$ cat config.mk
export PLATFORM = sky130hd
export DESIGN_NAME = qirq_agg
export DESIGN_NICKNAME = d
export VERILOG_FILES = /design/src/rtl/qirq_pkg.sv /design/src/rtl/qirq_src_sel.sv /design/src/rtl/qirq_pend_half.sv /design/src/rtl/qirq_agg.sv
export SDC_FILE = /design/constraint.sdc
export NUM_CORES = 1
export LEC_CHECK = 0
export CAP_MARGIN = 20
export CELL_PAD_IN_SITES_DETAIL_PLACEMENT = 0
export CELL_PAD_IN_SITES_GLOBAL_PLACEMENT = 2
export CORE_ASPECT_RATIO = 2
export CORE_UTILIZATION = 32
export DETAILED_ROUTE_END_ITERATION = 10
export PLACE_DENSITY = 0.76
export SYNTH_ARGS = -nofsm -noshare
export SYNTH_HDL_FRONTEND = slang
export SYNTH_SLANG_ARGS = --single-unit
$ cat constraint.sdc
create_clock -name clk_i -period 1.6 [get_ports clk_i]
set_clock_uncertainty 0.15 [all_clocks]
set_input_delay 0.24 -clock clk_i [delete_from_list [all_inputs] [get_ports clk_i]]
set_output_delay 0.24 -clock clk_i [all_outputs]
set_load 0.005 [all_outputs]
$ cat src/rtl/qirq_pkg.sv
package qirq_pkg;
  localparam int DATA_W   = 32;
  localparam int FLAGS_Q  = 4;
  localparam int SRC_W    = 3;
  localparam int NIB_W    = 4;
  localparam int Q_PER_WD = DATA_W / NIB_W;
  typedef logic [SRC_W-1:0] src_code_t;
endpackage

$ cat src/rtl/qirq_src_sel.sv
module qirq_src_sel
  import qirq_pkg::*;
#(
  parameter int N_Q = 32
) (
  input  src_code_t [N_Q-1:0]         src_i,
  input  logic      [N_Q*FLAGS_Q-1:0] stat_i,
  output logic      [N_Q-1:0]         cond_o
);
  for (genvar q = 0; q < N_Q; q++) begin : g_q
    logic [FLAGS_Q-1:0] flags;
    assign flags     = stat_i[q*FLAGS_Q +: FLAGS_Q];
    // low bits pick the flag, top bit inverts it
    assign cond_o[q] = flags[src_i[q][1:0]] ^ src_i[q][2];
  end
endmodule

$ cat src/rtl/qirq_pend_half.sv
module qirq_pend_half #(
  parameter int N_Q = 32
) (
  input  logic           clk_i,
  input  logic           rst_ni,
  input  logic [N_Q-1:0] cond_i,
  input  logic           en_wr_i,
  input  logic           pend_wr_i,
  input  logic [N_Q-1:0] wdata_i,
  output logic [N_Q-1:0] en_o,
  output logic [N_Q-1:0] pend_o,
  output logic           irq_o
);
  logic [N_Q-1:0] en_q, pend_q, clr;

  // write-1 clears, and so does turning an enable off
  assign clr = (pend_wr_i ? wdata_i : '0) | (en_wr_i ? ~wdata_i : '0);

  always_ff @(posedge clk_i or negedge rst_ni) begin
    if (!rst_ni) begin
      en_q   <= '0;
      pend_q <= '0;
    end else begin
      if (en_wr_i) en_q <= wdata_i;
      pend_q <= (pend_q | (cond_i & en_q)) & ~clr;
    end
  end

  assign en_o   = en_q;
  assign pend_o = pend_q;
  assign irq_o  = |pend_q;
endmodule

$ cat src/rtl/qirq_agg.sv
module qirq_agg
  import qirq_pkg::*;
#(
  parameter  int HALF_Q    = 32,
  localparam int SRC_WORDS = HALF_Q / Q_PER_WD,
  localparam int ADDR_W    = $clog2(SRC_WORDS + 4)
) (
  input  logic                      clk_i,
  input  logic                      rst_ni,
  input  logic [HALF_Q*FLAGS_Q-1:0] stat_lo_i,
  input  logic [HALF_Q-1:0]         ne_hi_i,
  input  logic                      wr_en_i,
  input  logic [ADDR_W-1:0]         wr_addr_i,
  input  logic [DATA_W-1:0]         wr_data_i,
  input  logic [ADDR_W-1:0]         rd_addr_i,
  output logic [DATA_W-1:0]         rd_data_o,
  output logic                      irq_lo_o,
  output logic                      irq_hi_o
);
  localparam logic [ADDR_W-1:0] A_EN_LO   = ADDR_W'(SRC_WORDS);
  localparam logic [ADDR_W-1:0] A_EN_HI   = ADDR_W'(SRC_WORDS + 1);
  localparam logic [ADDR_W-1:0] A_PEND_LO = ADDR_W'(SRC_WORDS + 2);
  localparam logic [ADDR_W-1:0] A_PEND_HI = ADDR_W'(SRC_WORDS + 3);

  src_code_t [HALF_Q-1:0] src_q;
  logic [HALF_Q-1:0] cond_lo, cond_hi;
  logic [HALF_Q-1:0] en_lo, en_hi, pend_lo, pend_hi;

  always_ff @(posedge clk_i or negedge rst_ni) begin
    if (!rst_ni) begin
      src_q <= '0;
    end else if (wr_en_i) begin
      for (int w = 0; w < SRC_WORDS; w++) begin
        if (wr_addr_i == ADDR_W'(w)) begin
          for (int j = 0; j < Q_PER_WD; j++)
            src_q[w*Q_PER_WD+j] <= wr_data_i[j*NIB_W +: SRC_W];
        end
      end
    end
  end

  qirq_src_sel #(.N_Q(HALF_Q)) u_sel (
    .src_i  (src_q),
    .stat_i (stat_lo_i),
    .cond_o (cond_lo)
  );

  assign cond_hi = ~ne_hi_i;

  qirq_pend_half #(.N_Q(HALF_Q)) u_lo (
    .clk_i     (clk_i),
    .rst_ni    (rst_ni),
    .cond_i    (cond_lo),
    .en_wr_i   (wr_en_i && wr_addr_i == A_EN_LO),
    .pend_wr_i (wr_en_i && wr_addr_i == A_PEND_LO),
    .wdata_i   (wr_data_i[HALF_Q-1:0]),
    .en_o      (en_lo),
    .pend_o    (pend_lo),
    .irq_o     (irq_lo_o)
  );

  qirq_pend_half #(.N_Q(HALF_Q)) u_hi (
    .clk_i     (clk_i),
    .rst_ni    (rst_ni),
    .cond_i    (cond_hi),
    .en_wr_i   (wr_en_i && wr_addr_i == A_EN_HI),
    .pend_wr_i (wr_en_i && wr_addr_i == A_PEND_HI),
    .wdata_i   (wr_data_i[HALF_Q-1:0]),
    .en_o      (en_hi),
    .pend_o    (pend_hi),
    .irq_o     (irq_hi_o)
  );

  always_comb begin
    rd_data_o = '0;
    unique case (rd_addr_i)
      A_EN_LO:   rd_data_o[HALF_Q-1:0] = en_lo;
      A_EN_HI:   rd_data_o[HALF_Q-1:0] = en_hi;
      A_PEND_LO: rd_data_o[HALF_Q-1:0] = pend_lo;
      A_PEND_HI: rd_data_o[HALF_Q-1:0] = pend_hi;
      default: begin
        for (int w = 0; w < SRC_WORDS; w++) begin
          if (rd_addr_i == ADDR_W'(w)) begin
            for (int j = 0; j < Q_PER_WD; j++)
              rd_data_o[j*NIB_W +: SRC_W] = src_q[w*Q_PER_WD+j];
          end
        end
      end
    endcase
  end
endmodule

# Word level (Yosys, flattened, before mapping)
# Cells that the tools add are included.
# totals
input_bits,201
elab_cells,254
reg_bits,224
out_inout_bits,34
# op_classes
n_reduce_logical,12
bitwise,44
n_mux,116
magnitude_cmp,32
n_eq_ne,14
# ops
cell,n
32-bit AND,4
32-bit two-way mux,4
32-bit NOT,4
32-bit bitwise OR,4
2-bit by 3-bit < comparator with 1-bit output (second input constant),32
3-bit two-way mux,32
3-bit case mux with 4 select lines,8
1-bit binary-select mux with 2-bit select,32
32-bit OR reduction,2
1-bit two-way mux,32
1-bit case mux with 4 select lines,8
1-bit XOR,32
3-bit == test (second input constant),8
3-bit by 2-bit == test with 1-bit output (second input constant),4
2-bit AND reduction,4
3-bit by 1-bit == test with 1-bit output (second input constant),2
3-bit zero test,2
1-bit logical AND,4

# Logic depth before layout (Yosys ltp)
# Gate-level depths: netlist of the first run.
# depth
ltp_word,6
mapped_depth,6

# Hierarchy
# A second synthesis of the first run with hierarchy kept.
# hier_totals
cells_unflattened,839
hier_area_um2,12374.4
# by_module_without_submodules
module,cells_per_inst,area_each_um2,instances,seq_area_each_um2
qirq_pend_half,213,2971.6,2,1601.5
qirq_agg,349,5430.2,1,2402.3
qirq_src_sel,64,1001.0,1,0.0

# Worst setup path before layout of the first run
# Ideal clock, no wire load.
# synth_timing
path_type,input to output
start,in rd_addr_i[1]
end,out rd_data_o[11]
arrival_ps,1399
cell_stages,4
slack_ps,-189
path_cell_list,buf_2 > buf_4 > mux4_2 > and2_1
# synth_via
elab_chain_cells,2
# synth_lines
element,line,text
from (decl),qirq_agg.sv:15,"input logic [ADDR_W-1:0] rd_addr_i,"
3-bit == test,qirq_agg.sv:76,unique case (rd_addr_i)
1-bit case mux with 4 select lines (*),qirq_agg.sv:76,
to (decl),qirq_agg.sv:16,"output logic [DATA_W-1:0] rd_data_o,"
# Every way passes the cells marked *; elsewhere a longest branch is shown, timed or not.

# Worst setup path after layout of the first run
# layout_timing
start,"reg u_hi.pend_q[10], in the netlist u_hi.pend_o[10]"
end,out irq_hi_o
# layout_via
elab_chain_cells,1
# layout_lines
element,line,text
from (decl),qirq_pend_half.sv:14,"logic [N_Q-1:0] en_q, pend_q, clr;"
from (signal assigned),qirq_pend_half.sv:25,pend_q <= (pend_q | (cond_i & en_q)) & ~clr;
32-bit OR reduction,qirq_pend_half.sv:31,assign irq_o = |pend_q;
to (decl),qirq_agg.sv:18,output logic irq_hi_o
# Every way passes these cells.

==> impl_metrics.csv, run 1 <==
group,metric,value,unit
synthesis,yosysMostFrequentCell,"dfrtp_1",
clock_network,root_buffer,"clkbuf_16",
timing,fmax,401.8,MHz
global_routing,grtUsageTotal,0.2201,
setup_path,reg2reg_depth,4,
clock_network,cts_tree,"built",
clock_network,clockBufferDepth,3,
global_routing,grt_pass1_vias,10310,
placed_design,dpl.hpwl,31680,um
global_routing,antenna_found_initial,6,
timing,postLayoutSetupSlackWorst,-889.0,ps
setup_path,start_kind,"flop",
timing,worst_hold_slack,67.21,ps
floorplan,die_y,275.7,um
synthesis,synth_warnings,0,
drt,wl,41780,um
timing,hold_viol,0,
timing,rsz0062_at_grt,"yes",
synthesis,synth.area.top_cells,"dfrtp_1 (47%), mux2_2 (17%), mux4_2 (17%), a211oi_1 (4.0%), mux2i_1 (2.7%)",
power_and_ir_drop,p_sw_frac,0.3061,
synthesis,synth_cells,894,
setup_path,critical_path_class,"flop to primary output",
run_status,run_status,"finished, violations left",
timing,totalNegativeSetupSlack,-22150,ps
run,cap_violations,0,
global_routing,grt_max_degree,46,
drt,drt-initial-drc-count,358,
power_and_ir_drop,switchingPower,7.273,mW
drt,drc_errors,0,
power_and_ir_drop,p_int,16.49,mW
timing,slew-limit-headroom,0.6908,
timing,fin_crit_sh,1.556,
drt,vias,9441,
clock_network,clk_pin_slew_worst_paths,60,ps
power_and_ir_drop,pwr-share-clk,0.228,
cells_and_area,syn2layout_area_growth,55.80,%
power_and_ir_drop,ir_drop,694.7,uV
synthesis,synthFlopType,"dfrtp_1",
global_routing,grt_pass1_wl,62320,um
floorplan,start_util,0.3237,
drt,ant_nets,0,
synthesis,mappedNetlistArea,11990,um^2
floorplan,pin_count,235,
timing,layout_min_cycle_time,2489,ps
power_and_ir_drop,share_seq_of_total_power,0.351,
run_status,failed_checks,"negative setup slack",
placed_design,io_buffers,234,
timing,worst-slew-pin-transition,463.8,ps
clock_network,cts_buffers,23,
global_routing,grt-ovfl-total,0,
cells_and_area,nets,1575,
hold_path,worstHoldPathType,"input port to asynchronous set/reset pin",
drt,wire_per_inst,22.51,um
floorplan,num_rows,100,
clock_network,clk_latency,530,ps
clock_network,h-tree-depth,1,
floorplan,core_area,37040,um^2
clock_network,clock_sinks,224,
power_and_ir_drop,power_frac_comb,0.421,
synthesis,yosysSeqAreaShare,0.4676,
setup_path,r2r_slack,-130,ps
setup_path,end_kind,"primary output",
synthesis,synth_nets,1095,
setup_path,r2r-end,"u_lo.pend_o[4]",
synthesis,synth_cell_types,24,
setup_path,arrival,2100,ps
synthesis,yosys.area.top_type_share,0.4676,
cells_and_area,postLayoutCoreUtil,0.5043,
setup_path,r2r-start,"src_q[12]",
timing,setup_violations,59,
synthesis,synth_area_per_cell,13.41,um^2
setup_path,cp.required,1210,ps
floorplan,die_area,38290,um^2
drt,vias_per_cell,5.087,
floorplan,die_w,138.9,um
timing,final_max_slew_viol_count,0,
synthesis,synthTopCellsByCount,"dfrtp_1 (224), mux2_2 (183), mux4_2 (88)",
placed_design,gp_congestion,0.8047,
synthesis,ys_ff_latch,224,
synthesis,yosysTopAreaCell,"dfrtp_1",
power_and_ir_drop,p_leak,8.099,nW
synthesis,synth_edf_count,0,
drt,firstDrtPassIters,6,
power_and_ir_drop,p_per_area,1272,nW/um^2
setup_path,worstPathMaxFanout,2,
synthesis,async_reset_ff_frac,1.000,
cells_and_area,drive_gt1_frac,0.5133,
==> area by class of cell <==
class | instances | area [um^2]
Antenna cell | 6 | 15.01
Clock buffer | 33 | 663.1
Inverter | 64 | 240.2
Tap cell | 459 | 574.3
Sequential cell | 224 | 5612
Multi-Input combinational cell | 537 | 6523
Timing Repair Buffer | 524 | 4970
Clock inverter | 9 | 80.08
Fill cell | 3268 | 18360
==> worst max-delay path: stages (launching register included) <==
cell and delay [ps]:
dfrtp_1 400, buf_4 150, nor4_4 270, buf_4 160
nand4_1 180, or2_4 310, buf_6 120
==> placed cells by master, fill, tap and decap left out, types with 2 or more instances in the layout <==
cell type,n
a211oi_1,38
a211oi_2,26
a21oi_1,32
and2_4,7
buf_12,22
buf_2,2
buf_4,228
buf_6,72
clkbuf_1,5
clkbuf_16,23
clkbuf_2,2
clkbuf_8,5
clkdlybuf4s50_1,196
clkinv_2,5
dfrtp_1,219
dfrtp_2,5
diode_2,6
inv_1,64
mux2_2,159
mux2_4,24
mux2i_1,32
mux4_2,88
nand2_1,2
nand4_1,4
nand4b_1,3
nor2_1,64
nor3_4,2
nor4_1,8
nor4_2,4
nor4_4,4
or2_4,2
xnor2_1,6
xnor2_2,13
xnor2_4,13
==> logic make-up after synthesis <==
kind of cell           count (synthesis)  share of synthesized area
flip-flops                           224                     0.4676
AND/OR/NAND/NOR                      105                    0.04300
XOR/XNOR                              32                    0.02338
AO/OA/AOI/OAI                         96                    0.05344
multiplexers                         304                     0.3649
buffers and inverters                133                    0.04770
==> power groups by stage <==
stage	combinational (mW)	clock (mW)	sequential (mW)
after floorplan	3.62	0	8.19
after global placement	7.98	0	8.42
after detailed placement	8.12	0	8.44
after CTS	9.90	5.55	8.28
after global routing	10.6	5.76	8.48
final	9.99	5.43	8.34
==> worst max path at each step <==
| stage | start | to | cells after the start |
|---|---|---|---|
| floorplan | rd_addr_i[0] | rd_data_o[1] | 4 |
| global placement | u_lo.pend_o[19] | irq_lo_o | 5 |
| detailed placement | u_lo.pend_o[14] | irq_lo_o | 5 |
| CTS | u_hi.pend_o[8] | irq_hi_o | 6 |
| global route | u_hi.pend_o[10] | irq_hi_o | 6 |
| finish | u_hi.pend_o[10] | irq_hi_o | 6 |
==> sequential cells by signal (all words and copies together), names as in the netlist <==
| name | flops |
|---|---|
| src_q | 96 |
| u_hi.en_o | 32 |
| u_hi.pend_o | 32 |
| u_lo.en_o | 32 |
| u_lo.pend_o | 32 |
==> layer usage <==
layer | GRT usage | part of all wire | vias to the layer above
li1 | - | - | 4276
met3 | 0.01735 | 0.029 | 66
met5 | 0 | 0 | -
met1 | 0.2244 | 0.34 | 4865
met4 | 0.1047 | 0.041 | 0
met2 | 0.4460 | 0.59 | 234
==> timing repair <==
item                                    CTS  global route
pin swaps                                57            21
buffers inserted                         50             9
hold buffers                              1             0
resized for setup                       284            35
endpoints found under the setup margin   66            81
hold endpoints to repair                224             0
gates cloned                              0             0
==> through the flow <==
step	power, mW	std cells	instance area, um^2	worst slack (ps)
6_report	23.76	1856	18680	-889.0
2_1_floorplan	11.81	894	12090	-53.94
3_3_place_gp	16.40	1777	16870	-790.3
5_1_grt	24.88	1856	18680	-900.6
4_1_cts	23.73	1850	18550	-864.9
3_5_place_dp	16.57	1777	16870	-805.3
Note: power is estimated with default switching activity, not from simulation.
==> run 2: changes to the inputs <==
--- a/config.mk
+++ b/config.mk
@@ -9,9 +9,9 @@
 export CELL_PAD_IN_SITES_DETAIL_PLACEMENT = 0
 export CELL_PAD_IN_SITES_GLOBAL_PLACEMENT = 2
 export CORE_ASPECT_RATIO = 2
-export CORE_UTILIZATION = 32
+export CORE_UTILIZATION = 36
 export DETAILED_ROUTE_END_ITERATION = 10
-export PLACE_DENSITY = 0.76
+export PLACE_DENSITY = 0.8
 export SYNTH_ARGS = -nofsm -noshare
 export SYNTH_HDL_FRONTEND = slang
 export SYNTH_SLANG_ARGS = --single-unit
==> constraint.sdc (replaced) <==
create_clock -name clk_i -period 2.5 [get_ports clk_i]
set_clock_uncertainty 0.15 [all_clocks]
set_input_delay 0.375 -clock clk_i [delete_from_list [all_inputs] [get_ports clk_i]]
set_output_delay 0.375 -clock clk_i [all_outputs]
set_load 0.005 [all_outputs]
==> run 2 against run 1 <==
The run still ends with negative setup slack left. Hold slack better by 170 ps. Die area down 11%. Via count down 7.3%. Total power fell by 43%.
==> impl_metrics.csv, run 2 (synthesis gave the netlist of run 1 again) <==
group,metric,value,unit
drt,vias,8752,
timing,final_max_slew_viol_count,0,
timing,postLayoutSetupSlackWorst,-132.9,ps
clock_network,clk_pin_slew_worst_paths,70,ps
power_and_ir_drop,ir_drop,446.4,uV
power_and_ir_drop,p_per_area,809.3,nW/um^2
setup_path,arrival,2110,ps
setup_path,r2r-start,"src_q[75]",
placed_design,gp_congestion,0.7968,
clock_network,h-tree-depth,1,
cells_and_area,syn2layout_area_growth,39.11,%
cells_and_area,finalInstanceArea,16680,um^2
placed_design,dpl_worst_slack,-237.9,ps
global_routing,grtUsageTotal,0.2359,
floorplan,start_util,0.3653,
floorplan,core_area,32810,um^2
placed_design,dpl.hpwl,27810,um
drt,drc_errors,0,
drt,ant_nets,0,
clock_network,clock_sinks,224,
power_and_ir_drop,p_leak,6.971,nW
drt,wl,38310,um
timing,worst-slew-pin-transition,542.2,ps
hold_path,worstHoldPathType,"input port to asynchronous set/reset pin",
global_routing,grt_pass1_wl,58030,um
drt,vias_per_cell,5.275,
cells_and_area,layout_common_cells,"dfrtp_1 (214), clkdlybuf4s50_1 (196), mux2_2 (173), buf_4 (92), mux4_2 (88)",
run,cap_violations,0,
clock_network,clockBufferDepth,3,
cells_and_area,final_common_cell,"dfrtp_1",
timing,hold_viol,0,
run_status,failed_checks,"negative setup slack",
timing,rsz0062_at_grt,"yes",
drt,wire_per_inst,23.09,um
clock_network,cts_tree,"built",
global_routing,grt-ovfl-total,0,
placed_design,io_buffers,234,
setup_path,critPathLaunch,"u_hi.pend_o[4]",
drt,drt-initial-drc-count,293,
floorplan,pin_count,235,
clock_network,cts_buffers,23,
setup_path,end_kind,"primary output",
floorplan,die_y,260.1,um
global_routing,grt_pass1_vias,9671,
cells_and_area,largest_reg_flops,96,
cells_and_area,nets,1406,
drt,firstDrtPassIters,5,
timing,fmax,379.8,MHz
global_routing,grt_max_degree,58,
floorplan,die_area,34080,um^2
clock_network,clk_latency,520,ps
cells_and_area,drive_gt1_frac,0.3871,
floorplan,num_rows,94,
placed_design,dpl_cell_area,15150,um^2
timing,layout_min_cycle_time,2633,ps
run_status,run_status,"finished, violations left",
setup_path,cp.required,1980,ps
setup_path,critical_path_class,"flop to primary output",
setup_path,start_kind,"flop",
cells_and_area,largest-register,"src_q",
power_and_ir_drop,finalPower,13.50,mW
clock_network,root_buffer,"clkbuf_16",
cells_and_area,fillers,2927,
global_routing,antenna_found_initial,6,
timing,setup_violations,3,
timing,fin_crit_sh,1.053,
timing,slew-limit-headroom,0.6374,
setup_path,worstPathMaxFanout,3,
floorplan,die_w,131.0,um
run 2: changes by cell type in the layout (fill, tap and decap cells not counted), moves of 6 or more:
cell / delta
buf_4: -136
buf_6: -63
a211oi_1: +26
a211oi_2: -26
xnor2_1: +26
clkdlybuf4s15_1: +14
mux2_2: +14
mux2_4: -14
xnor2_2: -13
xnor2_4: -13
dlygate4sd2_1: +8
and2_1: +6
and2_4: -6
run 2: final timing paths:
check                      slack [ps]  cells after the start              end
setup / recovery                 -130                      6         irq_hi_o
hold / removal                    240                      2        src_q[49]
setup reg to reg                  620                      4  u_lo.pend_o[25]
hold reg to reg                   370                      1    u_hi.en_o[22]
max in group asynchronous        1200                      3   u_lo.pend_o[4]
min in group clk_i                370                      1    u_hi.en_o[22]
run 2: final cells by class:
type,instances,area [um^2],share of cell area
sequential,224,5618,0.3369
antenna,5,12.51,0.0007503
inverter,64,240.2,0.01441
timing repair buffer,355,3525,0.2114
clock buffer,28,624.3,0.03744
clock inverter,14,132.6,0.007953
multi-input combinational,537,5983,0.3588
tap,432,540.5,0.03241
run 2: layer usage:
layer  vias to the layer above  share of wire  track usage
li1                       3927              -            -
met2                       228           0.57       0.4409
met4                         2          0.053       0.1299
met3                        83          0.034      0.02448
met1                      4512           0.34       0.2524
met5                         -        0.00031            0
run 2: report_power, final:
group	leakage (nW)	switching (mW)	internal [mW]
logic	3.98	1.68	2.77
registers	2.61	0.954	4.60
clock network	0.376	1.50	2.00
run 2: what timing repair did:
| action | 4_1_cts | 5_1_grt |
|---|---|---|
| pin swaps | 7 | 5 |
| hold endpoints to repair | 52 | 0 |
| resized for setup | 99 | 24 |
| endpoints found under the setup margin | 34 | 15 |
| buffers inserted | 66 | 8 |
| hold buffers | 1 | 0 |
| gates cloned | 1 | 0 |
run 2: metrics by stage:
| stage | hold slack [ps] | setup TNS [ps] | instances | util |
|---|---|---|---|---|
| floorplan | -70.59 | 0 | 894 | - |
| global placement | 196.9 | -860.1 | 1536 | 0.4618 |
| detailed placement | 198.5 | -1112 | 1536 | 0.4618 |
| CTS | 245.3 | -245.4 | 1646 | 0.5051 |
| global route | 289.1 | -324.4 | 1659 | 0.5082 |
| finish | 238.0 | -206.2 | 1659 | 0.5082 |
run 2: critical path, stage by stage, from the launching register on:
cell	delay (ps)
dfrtp_1	410
buf_6	130
nor4_4	410
buf_4	180
nand4_1	80
or2_4	260
clkbuf_2	110
==> run 3: changes to the inputs <==
--- a/config.mk
+++ b/config.mk
@@ -5,13 +5,14 @@
 export SDC_FILE = /design/constraint.sdc
 export NUM_CORES = 1
 export LEC_CHECK = 0
+export ABC_AREA = 1
 export CAP_MARGIN = 20
 export CELL_PAD_IN_SITES_DETAIL_PLACEMENT = 0
 export CELL_PAD_IN_SITES_GLOBAL_PLACEMENT = 2
 export CORE_ASPECT_RATIO = 2
-export CORE_UTILIZATION = 36
+export CORE_UTILIZATION = 29
 export DETAILED_ROUTE_END_ITERATION = 10
-export PLACE_DENSITY = 0.8
+export PLACE_DENSITY = 0.79
 export SYNTH_ARGS = -nofsm -noshare
 export SYNTH_HDL_FRONTEND = slang
 export SYNTH_SLANG_ARGS = --single-unit
==> run 3 against run 2 <==
The run now ends clean. Sequential share of layout area rose by 0.83 points. Register-to-register slack better by 320 ps. First-iteration DRC count rose to 2.5 times the previous value. Wire length up 35%.
==> impl_metrics.csv, run 3 <==
group,metric,value,unit
setup_path,r2r-start,"src_q[12]",
run_status,run_status,"complete, no violations",
cells_and_area,final_common_cell,"nand2_1",
drt,drc_errors,0,
global_routing,antenna_found_initial,0,
power_and_ir_drop,p_sw_frac,0.3412,
clock_network,h-tree-depth,1,
cells_and_area,layout_common_cells,"nand2_1 (383), dfrtp_1 (224), clkdlybuf4s50_1 (213), inv_1 (194), nand3_1 (181)",
clock_network,clockBufferDepth,3,
global_routing,grtUsageTotal,0.2496,
synthesis,synth_edf_count,0,
power_and_ir_drop,share_seq_of_total_power,0.431,
timing,totalNegativeSetupSlack,0,ps
floorplan,die_y,287.0,um
synthesis,yosysSeqAreaShare,0.4760,
power_and_ir_drop,p_leak,7.562,nW
placed_design,dpl.hpwl,38630,um
hold_path,worstHoldPathType,"input port to asynchronous set/reset pin",
setup_path,reg2reg_depth,6,
timing,slew-limit-headroom,0.6455,
setup_path,start_kind,"flop",
global_routing,met3_usage,0.02632,
synthesis,synth_warnings,0,
clock_network,clk_pin_slew_worst_paths,70,ps
timing,rsz0062_at_grt,"yes",
power_and_ir_drop,switchingPower,3.902,mW
setup_path,r2r_slack,940,ps
placed_design,gp_congestion,0.8514,
floorplan,core_area,40080,um^2
drt,wl,51550,um
floorplan,start_util,0.2938,
cells_and_area,finalInstanceArea,16240,um^2
floorplan,die_area,41460,um^2
global_routing,grt_pass1_wl,74890,um
setup_path,cp.required,1980,ps
synthesis,yosysMostFrequentCell,"nand2_1",
setup_path,end_kind,"primary output",
run,cap_violations,0,
cells_and_area,postLayoutCoreUtil,0.4051,
global_routing,gr-max-usage-layer,"met2",
placed_design,io_buffers,234,
setup_path,arrival,1960,ps
cells_and_area,drive_gt1_frac,0.07998,
timing,fin_crit_sh,0.9927,
synthesis,yosysTopAreaCell,"dfrtp_1",
global_routing,use_met1,0.2988,
timing,hold_viol,0,
synthesis,synth_area_per_cell,7.350,um^2
drt,wire_per_inst,21.32,um
global_routing,grt_max_degree,67,
drt,vias_per_cell,4.937,
drt,vias,11940,
setup_path,path_cells,"nand2_1 -> o21ai_0 -> nor2_1 -> nand3_1 -> clkdlybuf4s50_1",
synthesis,mappedNetlistArea,11780,um^2
cells_and_area,nets,2076,
power_and_ir_drop,p_int,7.534,mW
power_and_ir_drop,ir_drop,452.7,uV
power_and_ir_drop,pwr-share-clk,0.302,
drt,drt-initial-drc-count,746,
cells_and_area,stdcell_count,2418,
timing,setup_violations,0,
setup_path,critical_path_class,"flop to primary output",
drt,ant_nets,0,
synthesis,synth_nets,1803,
setup_path,crit_family,"flip-flops",
synthesis,async_reset_ff_frac,1.000,
setup_path,path_depth,5,
synthesis,yosys.area.top_type_share,0.4760,
placed_design,dpl_cell_area,15090,um^2
setup_path,r2r-end,"u_lo.pend_o[4]",
clock_network,root_buffer,"clkbuf_16",
synthesis,synth_cell_types,22,
cells_and_area,syn2layout_area_growth,37.89,%
synthesis,synth_cells,1602,
timing,fmax,403.0,MHz
setup_path,critPathLaunch,"u_hi.pend_o[9]",
synthesis,synthFlopType,"dfrtp_1",
floorplan,die_w,144.5,um
synthesis,ys_ff_latch,224,
floorplan,num_rows,104,
clock_network,clk_latency,530,ps
cells_and_area,antenna_cells,0,
floorplan,pin_count,235,
placed_design,dpl_worst_slack,-502.5,ps
timing,final_max_slew_viol_count,0,
cells_and_area,largest-register,"src_q",
power_and_ir_drop,p_per_area,704.3,nW/um^2
global_routing,grt-ovfl-total,0,
global_routing,grt_pass1_vias,11880,
setup_path,cp-endpoint,"rd_data_o[9]",
synthesis,synthTopCellsByCount,"nand2_1 (388), dfrtp_1 (224), inv_1 (199)",
synthesis,synth.area.top_cells,"dfrtp_1 (48%), nand2_1 (12%), nand3_1 (8.0%), o21ai_0 (6.5%), inv_1 (6.3%)",
power_and_ir_drop,power_frac_comb,0.268,
timing,layout_min_cycle_time,2482,ps
setup_path,max_stage_delay,530,ps
setup_path,cp_slowest_cell,"dfrtp_1",
setup_path,worstPathMaxFanout,3,
clock_network,cts_buffers,22,
cells_and_area,largest_reg_flops,96,
global_routing,use_met2,0.4410,
clock_network,cts_tree,"built",
timing,worst-slew-pin-transition,531.7,ps
setup_path,worst-path-buf-inv,1,
drt,firstDrtPassIters,6,
placed_design,dpl.cell_count,2361,
timing,postLayoutSetupSlackWorst,18.35,ps
clock_network,clock_sinks,224,
run 3: final cells by class:
| cell class | count | area, um^2 |
|---|---|---|
| clock buffer | 32 | 659.4 |
| clock inverter | 5 | 52.55 |
| fill | 4247 | 23840 |
| inverter | 201 | 759.5 |
| multi-input combinational | 1116 | 5271 |
| sequential | 224 | 5605 |
| tap | 530 | 663.1 |
| timing repair buffer | 310 | 3226 |
run 3: how the worst min path moves through the flow:
| stage | cells after the start | end | slack (ps) |
|---|---|---|---|
| finish | 2 | src_q[66] | 140 |
| global route | 2 | src_q[66] | 170 |
| CTS | 2 | src_q[66] | 150 |
| detailed placement | 1 | src_q[66] | 120 |
| global placement | 1 | src_q[66] | 110 |
| floorplan | 0 | src_q[0] | -70 |
run 3: power groups by stage:
stage	Sequential (mW)	Combinational, mW	Clock (mW)
finish	4.93	3.06	3.45
global route	5.00	3.39	3.64
CTS	4.91	3.05	3.52
detailed placement	4.99	2.96	0
global placement	4.97	2.95	0
floorplan	4.74	1.57	0
run 3: kinds of logic (layout without fill, tap and decap cells):
family	count (synthesis)	count (layout)	synth area share
buffers and inverters	262	548	0.08990
and+or+nand+nor	772	772	0.2717
AOI/OAI and AO/OA	344	344	0.1624
DFF	224	224	0.4760
run 3: per-stage QoR:
step / hold slack, ps / power (mW)
6_report: 144.1 / 11.44
5_1_grt: 172.6 / 12.04
4_1_cts: 152.5 / 11.48
3_5_place_dp: 115.3 / 7.951
3_3_place_gp: 111.0 / 7.917
2_1_floorplan: -70.59 / 6.310
run 3: what timing repair did:
item                                    in CTS  in global routing
pin swaps                                    8                  9
endpoints found under the hold margin      224                  0
gates cloned                                 2                  2
hold buffers                                 1                  0
resized for setup                           40                 40
endpoints found under the setup margin      34                 28
buffers inserted                             8                  7
run 3: layer usage:
metal	vias to the layer above	wire, um	part of all wire
met1	5663	20270	0.39
met5	-	0	0
met4	0	2495	0.048
li1	5810	-	-
met2	373	26280	0.51
met3	92	2514	0.049
